<file path="src/rtl/lmc_pkg.sv">
package lmc_pkg;
  typedef enum logic [2:0] {
    ST_IDLE = 3'd0,
    ST_ADDR = 3'd1,
    ST_ROW  = 3'd2,
    ST_COL  = 3'd3,
    ST_PRE  = 3'd4
  } lmc_state_t;
endpackage

</file>
<file path="src/rtl/lmc_rcmux.sv">
module lmc_rcmux #(
  parameter int RCA_W = 13,
  localparam int ROW_LSB = RCA_W - 1,
  localparam int AIN_W = ROW_LSB + RCA_W
) (
  input  logic [AIN_W-1:0] addr,
  input  logic             hsel,
  input  logic             colmode,
  input  logic             col_phase,
  output logic [RCA_W-1:0] rca
);
  logic [RCA_W-1:0] row_val;
  logic [RCA_W-1:0] col_base;
  logic [RCA_W-1:0] col_val;

  assign row_val  = addr[ROW_LSB +: RCA_W];
  assign col_base = {addr[ROW_LSB-1:0], hsel};
  // column shift lets narrower column matrices share the bus
  assign col_val  = colmode ? (col_base >> 1) : col_base;
  assign rca      = col_phase ? col_val : row_val;
endmodule

</file>
<file path="src/rtl/lmc_lanes.sv">
module lmc_lanes #(
  parameter int DATA_W = 32,
  localparam int LANES = DATA_W / 8,
  localparam int HALF  = LANES / 2,
  localparam int HW    = DATA_W / 2
) (
  input  logic              wr,
  input  logic [LANES-1:0]  be,
  input  logic              half,
  input  logic              hsel,
  input  logic [DATA_W-1:0] wdata,
  output logic [LANES-1:0]  cas_act,
  output logic [DATA_W-1:0] lane_data
);
  logic [HW-1:0] sel_half;

  for (genvar i = 0; i < LANES; i++) begin : g_lane
    if (i < HALF) begin : g_low
      assign cas_act[i] = half ? (wr ? (hsel ? be[i+HALF] : be[i]) : 1'b1)
                               : (wr ? be[i] : 1'b1);
    end else begin : g_high
      assign cas_act[i] = !half && (wr ? be[i] : 1'b1);
    end
  end

  assign sel_half  = hsel ? wdata[DATA_W-1:HW] : wdata[HW-1:0];
  assign lane_data = half ? {sel_half, sel_half} : wdata;
endmodule

</file>
<file path="src/rtl/lmc_seq.sv">
module lmc_seq
  import lmc_pkg::*;
#(
  parameter int DATA_W  = 32,
  parameter int STAT_W  = 4,
  parameter int LEN_W   = 2,
  localparam int LANES   = DATA_W / 8,
  localparam int HW      = DATA_W / 2,
  localparam int WADDR_W = DATA_W - STAT_W
) (
  input  logic               clk,
  input  logic               rst_n,
  input  logic               req_valid,
  input  logic [WADDR_W-1:0] req_addr,
  input  logic [STAT_W-1:0]  req_status,
  input  logic               req_write,
  input  logic [LANES-1:0]   req_be,
  input  logic [DATA_W-1:0]  req_wdata,
  input  logic [LEN_W-1:0]   req_len,
  output logic               req_ack,
  input  logic               rdy,
  input  logic               fault,
  input  logic               page_n,
  input  logic               half_n,
  input  logic [DATA_W-1:0]  lad_in,
  output lmc_state_t         st,
  output logic [WADDR_W-1:0] cur_addr,
  output logic [STAT_W-1:0]  cur_stat,
  output logic               cur_wr,
  output logic [LANES-1:0]   cur_be,
  output logic [DATA_W-1:0]  cur_wdata,
  output logic               hsel,
  output logic               half_q,
  output logic               rsp_valid,
  output logic [DATA_W-1:0]  rsp_data,
  output logic               rsp_err,
  output logic               rsp_last
);
  lmc_state_t         st_n;
  logic [WADDR_W-1:0] addr_n;
  logic [STAT_W-1:0]  stat_n;
  logic               wr_n;
  logic [LANES-1:0]   be_n;
  logic [DATA_W-1:0]  wd_n;
  logic [LEN_W-1:0]   left, left_n;
  logic               hsel_n, half_n_q, page_q, page_n_q;
  logic [DATA_W-1:0]  rdata_n;
  logic               rv_n, re_n, rl_n;

  assign req_ack = (st == ST_IDLE) && req_valid;

  always_comb begin
    st_n     = st;
    addr_n   = cur_addr;
    stat_n   = cur_stat;
    wr_n     = cur_wr;
    be_n     = cur_be;
    wd_n     = cur_wdata;
    left_n   = left;
    hsel_n   = hsel;
    half_n_q = half_q;
    page_n_q = page_q;
    rdata_n  = rsp_data;
    rv_n     = 1'b0;
    re_n     = 1'b0;
    rl_n     = 1'b0;
    case (st)
      ST_IDLE: if (req_valid) begin
        addr_n = req_addr;
        stat_n = req_status;
        wr_n   = req_write;
        be_n   = req_be;
        wd_n   = req_wdata;
        left_n = req_len;
        hsel_n = 1'b0;
        st_n   = ST_ADDR;
      end
      ST_ADDR: st_n = ST_ROW;
      ST_ROW: begin
        half_n_q = !half_n;
        page_n_q = !page_n;
        st_n     = ST_COL;
      end
      ST_COL: begin
        if (fault) begin
          if (rdy) begin
            st_n = ST_ADDR;            // externally requested retry
          end else begin
            st_n   = ST_IDLE;          // abort with error
            hsel_n = 1'b0;
            rv_n   = 1'b1;
            re_n   = 1'b1;
            rl_n   = 1'b1;
          end
        end else if (rdy) begin
          if (half_q && !hsel) begin
            hsel_n            = 1'b1;
            rdata_n[HW-1:0]   = lad_in[HW-1:0];
            st_n              = ST_PRE;
          end else begin
            if (half_q) rdata_n[DATA_W-1:HW] = lad_in[HW-1:0];
            else        rdata_n = lad_in;
            rv_n   = 1'b1;
            hsel_n = 1'b0;
            if (left == '0) begin
              rl_n = 1'b1;
              st_n = ST_IDLE;
            end else begin
              left_n = left - 1'b1;
              addr_n = cur_addr + 1'b1;
              st_n   = page_q ? ST_PRE : ST_ADDR;
            end
          end
        end
      end
      ST_PRE: st_n = ST_COL;
      default: st_n = ST_IDLE;
    endcase
  end

  always_ff @(posedge clk or negedge rst_n) begin
    if (!rst_n) begin
      st        <= ST_IDLE;
      cur_addr  <= '0;
      cur_stat  <= '0;
      cur_wr    <= 1'b0;
      cur_be    <= '0;
      cur_wdata <= '0;
      left      <= '0;
      hsel      <= 1'b0;
      half_q    <= 1'b0;
      page_q    <= 1'b0;
      rsp_data  <= '0;
      rsp_valid <= 1'b0;
      rsp_err   <= 1'b0;
      rsp_last  <= 1'b0;
    end else begin
      st        <= st_n;
      cur_addr  <= addr_n;
      cur_stat  <= stat_n;
      cur_wr    <= wr_n;
      cur_be    <= be_n;
      cur_wdata <= wd_n;
      left      <= left_n;
      hsel      <= hsel_n;
      half_q    <= half_n_q;
      page_q    <= page_n_q;
      rsp_data  <= rdata_n;
      rsp_valid <= rv_n;
      rsp_err   <= re_n;
      rsp_last  <= rl_n;
    end
  end
endmodule

</file>
<file path="src/rtl/lmem_cycle_ctrl.sv">
module lmem_cycle_ctrl
  import lmc_pkg::*;
#(
  parameter int DATA_W  = 32,
  parameter int STAT_W  = 4,
  parameter int RCA_W   = 13,
  parameter int LEN_W   = 2,
  localparam int LANES   = DATA_W / 8,
  localparam int WADDR_W = DATA_W - STAT_W,
  localparam int AIN_W   = 2 * RCA_W - 1
) (
  input  logic               clk,
  input  logic               rst_n,
  input  logic               req_valid,
  input  logic [WADDR_W-1:0] req_addr,
  input  logic [STAT_W-1:0]  req_status,
  input  logic               req_write,
  input  logic [LANES-1:0]   req_be,
  input  logic [DATA_W-1:0]  req_wdata,
  input  logic [LEN_W-1:0]   req_len,
  output logic               req_ack,
  output logic               rsp_valid,
  output logic [DATA_W-1:0]  rsp_data,
  output logic               rsp_err,
  output logic               rsp_last,
  output logic [DATA_W-1:0]  lad_out,
  input  logic [DATA_W-1:0]  lad_in,
  output logic               lad_oe,
  output logic               ale,
  output logic               ras_n,
  output logic [LANES-1:0]   cas_n,
  output logic [RCA_W-1:0]   rca,
  input  logic               colmode,
  input  logic               rdy,
  input  logic               fault,
  input  logic               page_n,
  input  logic               half_n,
  output logic               ddin,
  output logic               ddout_n
);
  logic [1:0]         rst_sync;
  logic               core_rst_n;
  lmc_state_t         st;
  logic [WADDR_W-1:0] cur_addr;
  logic [STAT_W-1:0]  cur_stat;
  logic               cur_wr, hsel, half_q;
  logic [LANES-1:0]   cur_be, cas_act;
  logic [DATA_W-1:0]  cur_wdata, lane_data;
  logic               dphase, col_phase;

  // reset asserts at once, leaves two clocks after rst_n rises
  always_ff @(posedge clk or negedge rst_n) begin
    if (!rst_n) rst_sync <= 2'b00;
    else        rst_sync <= {rst_sync[0], 1'b1};
  end
  assign core_rst_n = rst_sync[1];

  lmc_seq #(.DATA_W(DATA_W), .STAT_W(STAT_W), .LEN_W(LEN_W)) u_seq (
    .clk(clk), .rst_n(core_rst_n),
    .req_valid(req_valid), .req_addr(req_addr), .req_status(req_status),
    .req_write(req_write), .req_be(req_be), .req_wdata(req_wdata),
    .req_len(req_len), .req_ack(req_ack),
    .rdy(rdy), .fault(fault), .page_n(page_n), .half_n(half_n), .lad_in(lad_in),
    .st(st), .cur_addr(cur_addr), .cur_stat(cur_stat), .cur_wr(cur_wr),
    .cur_be(cur_be), .cur_wdata(cur_wdata), .hsel(hsel), .half_q(half_q),
    .rsp_valid(rsp_valid), .rsp_data(rsp_data), .rsp_err(rsp_err), .rsp_last(rsp_last)
  );

  lmc_lanes #(.DATA_W(DATA_W)) u_lanes (
    .wr(cur_wr), .be(cur_be), .half(half_q), .hsel(hsel), .wdata(cur_wdata),
    .cas_act(cas_act), .lane_data(lane_data)
  );

  lmc_rcmux #(.RCA_W(RCA_W)) u_rcmux (
    .addr(cur_addr[AIN_W-1:0]), .hsel(hsel), .colmode(colmode),
    .col_phase(col_phase), .rca(rca)
  );

  assign dphase    = (st == ST_COL);
  assign col_phase = (st == ST_COL) || (st == ST_PRE);
  assign ale       = (st == ST_IDLE) || (st == ST_ADDR);
  assign ras_n     = !((st == ST_ROW) || col_phase);
  assign cas_n     = dphase ? ~cas_act : '1;
  assign lad_oe    = (st == ST_ADDR) || (dphase && cur_wr);
  assign lad_out   = (st == ST_ADDR) ? {cur_addr, cur_stat} : lane_data;
  assign ddin      = dphase && !cur_wr;
  assign ddout_n   = !(dphase && cur_wr);
endmodule

</file>
<file path="config.mk">
export PLATFORM = sky130hd
export DESIGN_NAME = lmem_cycle_ctrl
export DESIGN_NICKNAME = d
export VERILOG_FILES = /design/src/rtl/lmc_pkg.sv /design/src/rtl/lmc_rcmux.sv /design/src/rtl/lmc_lanes.sv /design/src/rtl/lmc_seq.sv /design/src/rtl/lmem_cycle_ctrl.sv
export SDC_FILE = /design/constraint.sdc
export NUM_CORES = 1
export LEC_CHECK = 0
export ABC_AREA = 1
export BUFFER_PORTS_ARGS = -buffer_cell sky130_fd_sc_hd__buf_2
export CORE_MARGIN = 5
export CORE_UTILIZATION = 48
export DETAILED_ROUTE_END_ITERATION = 8
export GPL_TIMING_DRIVEN = 1
export PLACE_DENSITY_LB_ADDON = 0.12
export SLEW_MARGIN = 15
export SYNTH_ARGS = -nofsm -noshare
export SYNTH_HDL_FRONTEND = slang
export SYNTH_HIERARCHICAL = 1
export SYNTH_SLANG_ARGS = --single-unit
</file>
<file path="constraint.sdc">
create_clock -name clk -period 3.6 [get_ports clk]
set_clock_uncertainty 0.2 [all_clocks]
set_input_delay 0.18 -clock clk [delete_from_list [all_inputs] [get_ports clk]]
set_output_delay 0.18 -clock clk [all_outputs]
set_load 0.005 [all_outputs]
</file>
Word-level counts from Yosys, hierarchy flattened
Index checks and enable logic that the tools add are counted.

operators by class
  add/subtract/negate cells = 2
  equality and inequality tests = 12
  multiplexer cells = 57
  bitwise gates (word level) = 3
  reduce and logical (&&, ||, !) cells = 27

operators with widths
  kind                                                                    count
  28-bit two-way mux                                                      5
  16-bit two-way mux                                                      4
  32-bit two-way mux                                                      2
  28-bit case mux with 2 select lines                                     1
  28-bit by 1-bit adder with 28-bit output (second input constant)        1
  1-bit two-way mux                                                       28
  13-bit two-way mux                                                      2
  3-bit two-way mux                                                       6
  2-bit != test (second input constant)                                   6
  3-bit case mux with 4 select lines                                      1
  4-bit AND reduction                                                     3
  2-bit two-way mux                                                       5
  1-bit zero test                                                         7
  3-bit by 2-bit equality test with 1-bit output (second input constant)  2
  1-bit logical AND                                                       6
  3-bit != test (second input constant)                                   2
  6-bit AND reduction                                                     1
  1-bit logical OR                                                        4
  4-bit two-way mux                                                       1
  4-bit NOT                                                               1
  2-bit case mux with 2 select lines                                      1
  2-bit AND reduction                                                     2
  3-bit by 1-bit equality test with 1-bit output (second input constant)  1
  3-bit equality test (second input constant)                             1
  7 further kinds                                                         8

storage, ports and cells
  bits in registers = 114
  input port bits = 111
  output and inout port bits = 90
  logic and storage cells = 117

Longest topological paths before layout
  depth after elaboration = 6
  mapped depth = 12
  depth with buffers taken out = 11

Hierarchy
The synthesis kept the hierarchy.

modules (own cells, without submodules)
  module           instances  cells an instance  area an instance (um^2)
  lmc_seq          1          761                5589.1
  lmc_lanes        1          165                714.4
  lmem_cycle_ctrl  1          126                629.4
  lmc_rcmux        1          82                 340.3

Least setup slack after synthesis
No wires, ideal clock.

  path type = register to register
  from = reg u_seq.st[2]
  to = reg u_seq.rsp_data[30]
  data arrival time = 1415 ps
  data required time = 3281 ps
  setup slack = 1866 ps
  stages on the path, launching flop included = 9
  path buffers = 1
  clock period less this slack = 1734 ps
  path through = dfrtp_1 -> inv_2 -> nand3_2 -> nor2_4 -> inv_2 -> nor3_4 -> buf_4 -> o21ai_0 -> o21a_1

between the ends
  word-level cells in the longest chain between the ends = 2

RTL lines
  what                                            line            text
  from (decl)                                     lmc_seq.sv:26   output lmc_state_t st,
  from (signal assigned)                          lmc_seq.sv:138  st <= st_n;
  3-bit by 2-bit equality test with 1-bit output  lmc_seq.sv:67   case (st)
  4-bit AND reduction (no line)                   n/a
  to (signal assigned)                            lmc_seq.sv:148  rsp_data <= rdata_n;
  to (decl)                                       lmc_seq.sv:35   output logic [DATA_W-1:0] rsp_data,

Every way passes these cells.
A chain may end at the register's enable or synchronous reset.

Worst setup path after layout
  from = reg u_seq.st[0]
  to = out rca[4]

between the ends
  word-level cells in the longest chain between the ends = 3
  elaborated cells between the ends (all ways) = 4
  classes of those cells = eq/ne: 2; mux: 1; reduce/logical: 1

RTL lines
  what                                                                                   line                   text
  3-bit by 2-bit equality test with 1-bit output or 3-bit equality test (tied branches)  lmem_cycle_ctrl.sv:80  assign col_phase = (st == ST_COL) || (st == ST_PRE);
  1-bit logical OR (*)                                                                   lmem_cycle_ctrl.sv:80
  net col_phase                                                                          lmem_cycle_ctrl.sv:49  logic dphase, col_phase;
  13-bit two-way mux (*)                                                                 lmc_rcmux.sv:20        assign rca = col_phase ? col_val : row_val;
  to (decl)                                                                              lmem_cycle_ctrl.sv:32  output logic [RCA_W-1:0] rca,

The timed path passes the listed nets; every way through them passes the cells marked *.

==> flow_summary.ini <==
[clock_tree]
cts_tree = yes
htree_levels = 4
clk_latency_ps = 410
cts_root_buf = clkbuf_16
cts_resized = 0
post_cts_buffers = 0
cts.clk_slew.worst_paths_ps = 50
cts_buffer_depth = 2
cts_buffers = 17
clock_sinks = 114

[timing]
final.setup.tns_ps = 0
hold_viol_final = 0
fmax_mhz = 365
setup_ws_ps = 857
worstMarginPinSlew_ps = 1050
rsz0062_at_grt = no
finalSetupViolCount = 0
fin_crit_ps = 2740
slew_headroom_pct = 29.7
slew_violations = 0
layout_worst_path_cycle_share_pct = 76.2

[worst_setup_path]
crit_fanout = 41
arrival_ps = 2360
crit_buf_inv = 3
start_kind = register
cp.required_ps = 3220
slowest_stage = buf_4
path_cells = buf_4, nor2_1, nand2_1, nand2_1, inv_2, nand2_1, nand2_1, buf_2
criticalPathCategory = reg -> out
cpLargestDelayFamily = buffers and inverters
crit_top_cell = nand2_1
end_kind = output pin
cpPeakStageDelay_ps = 420
reg2reg_slack_ps = 1090

[yosys]
syn_area_mm2 = 0.00727
synth_seq_cells = 114
synth_top_area_share_pct = 39.2
ys_seq_area_share_pct = 39.2
yosysTopAreaCell = dfrtp_1
syn_nets = 1247
synth_compound_area_share_pct = 5.97
synth_fa_ha_area_share_pct = 0.344
synth-simple-area-share_pct = 43.4
synthXorXnorAreaFrac_pct = 0.361
avgSynthCellArea_um2 = 6.41
synthesis.instances = 1134
synth.distinct_cells = 32
synth_top_family_by_area = simple AND/OR/NAND/NOR gates
synth_area_leaders = dfrtp_1 (39%), nand2_1 (27%), nand3_1 (6.7%)
synth_warnings = 6
muxShareOfSynthArea_pct = 0.619

[hold_path]
hold_path_class = in -> reg

[routing]
finalWirelength_um = 23800
antenna_left = 0
via_per_inst = 5.00
drc = 0
drtIter0Drc = 789
vias = 8100
routedWlPerCell_um = 14.7
firstDrtPassIters = 5

[grt]
grt_pass1_vias = 7873
grt_max_degree = 70
grt_pass1_wl_um = 39400
antenna_found_initial = 0
grtUsageTotal_pct = 27.1
grt_overflow_total = 0

[placed_design]
portBuffers = 200
gp_congestion = 0.896
dp_hpwl_um = 15900
dp.cells = 1479
preCtsSetupSlack_ps = 1150

[floorplanning]
core_mm2 = 0.0150
rows = 45
die_width_um = 133
start_util_pct = 48.4
pin_count = 201
die_h_um = 133
die-area_mm2 = 0.0177

[power_and_ir_drop]
p_leak_nw = 5.41
total_power_mw = 8.73
power_density_mw_per_mm2 = 881
irDropWorstVdd_uv = 541

[final_layout]
nets = 1532
drive_gt1_share_pct = 19.5
area_delta_synth_final_pct = 36.2
antennaDiodeCount = 0
fin_cells = 1619

[run]
max-cap-violations = 0

[run_status]
status = finished, final reports clean
==> cells in the mapped netlist <==
cell type and count:
a21oi_1 25, nand3_2 8, nand2_4 1, o22ai_1 2, nand2_2 2, inv_1 99
nand3_1 97, clkbuf_1 12, nand2_1 531, o21ai_2 1, nor2_1 107, o21a_1 6
o21ai_0 47, or2_2 6, buf_6 9, nor3_4 1, nand3b_1 1, buf_4 8
o31ai_1 1, mux2_2 4, ha_1 2, nor2_4 3, dfrtp_1 114, conb_1 1
nand4_1 3, and2_1 3, inv_2 8, xor2_1 3, buf_8 1, nor3_1 2
nor2_2 5, buf_2 21
==> worst register-to-register path: stages, from the launching register on <==
cell	delay, ps
dfrtp_1	470
inv_2	130
nand3_2	290
nor2_4	240
inv_2	70
nor3_4	510
buf_4	310
nor2_1	70
a21oi_1	140
==> layout by cell type (no fill, tap or decap), drive strengths merged <==
master / count
nand2: 534
buf: 208
nor2: 115
dfrtp: 114
dlygate4sd3: 109
inv: 108
nand3: 105
o21ai: 48
a21oi: 25
clkbuf: 19
clkinvlp: 6
o21a: 6
or2: 6
mux2: 4
clkinv: 4
nand4: 3
and2: 3
xor2: 3
nor3: 3
o22ai: 2
ha: 2
bufinv: 1
conb: 1
o31ai: 1
nand3b: 1
==> sequential cells by signal, summed over array words and instances, names as in the netlist, 2 cells and up <==
name and count:
rst_sync 2, u_seq/cur_addr 28, u_seq/cur_be 4, u_seq/cur_stat 4
u_seq/cur_wdata 32, u_seq/left 2, u_seq/rsp_data 32, u_seq/st 3
==> per-stage QoR <==
stage / hold WS [ps] / utilization, % / instance area, um2
3_3_place_gp: -232 / 54.9 / 8260
6_report: 22.7 / 65.9 / 9910
3_5_place_dp: -232 / 54.9 / 8260
5_1_grt: 34.9 / 65.9 / 9910
2_1_floorplan: -316 / - / 7270
4_1_cts: 15.2 / 65.9 / 9910
==> layer usage <==
metal / track usage [%] / wire, um / up-vias
met5: 0 / 0 / -
met4: 6.17 / 225 / 0
met3: 6.84 / 2060 / 20
met2: 44.7 / 11200 / 352
met1: 36.3 / 10300 / 3666
li1: - / - / 4062
==> cells by family after synthesis <==
kind of cell / Yosys count
AOI/OAI and AO/OA: 82
xor gates and xnor gates: 3
adders and majority gates: 2
buffers and inverters: 158
DFF: 114
muxes: 4
other: 1
and+or+nand+nor: 770
==> power breakdown <==
part           internal [mW]  switching, mW  total (mW)
Sequential              1.90          0.708        2.60
Combinational           1.71           2.82        4.54
Clock                  0.963          0.627        1.59
==> layout make-up <==
type	instances	area, um2
sequential	114	2860
fill	1359	5130
multi-input combinational	862	3690
clock inverter	12	111
inverter	107	402
clock buffer	19	443
tap	188	235
timing repair buffer	317	2160
==> what timing repair did <==
item / CTS / global route
endpoints found under the hold margin: 112 / 0
hold buffers: 109 / 0
setup endpoints to repair: 0 / 0
==> final timing paths <==
kind	start	to	cells past startpoint
setup / recovery	u_seq/st[0]	rca[4]	8
hold / removal	req_addr[1]	u_seq/cur_addr[1]	4
setup reg to reg	u_seq/st[2]	u_seq/rsp_data[18]	8
hold reg to reg	rst_sync[0]	rst_sync[1]	0
max in group asynchronous	rst_sync[1]	u_seq/cur_addr[18]	1
min in group asynchronous	rst_sync[1]	u_seq/cur_stat[0]	0
Note: power is estimated with default switching activity, not from simulation.
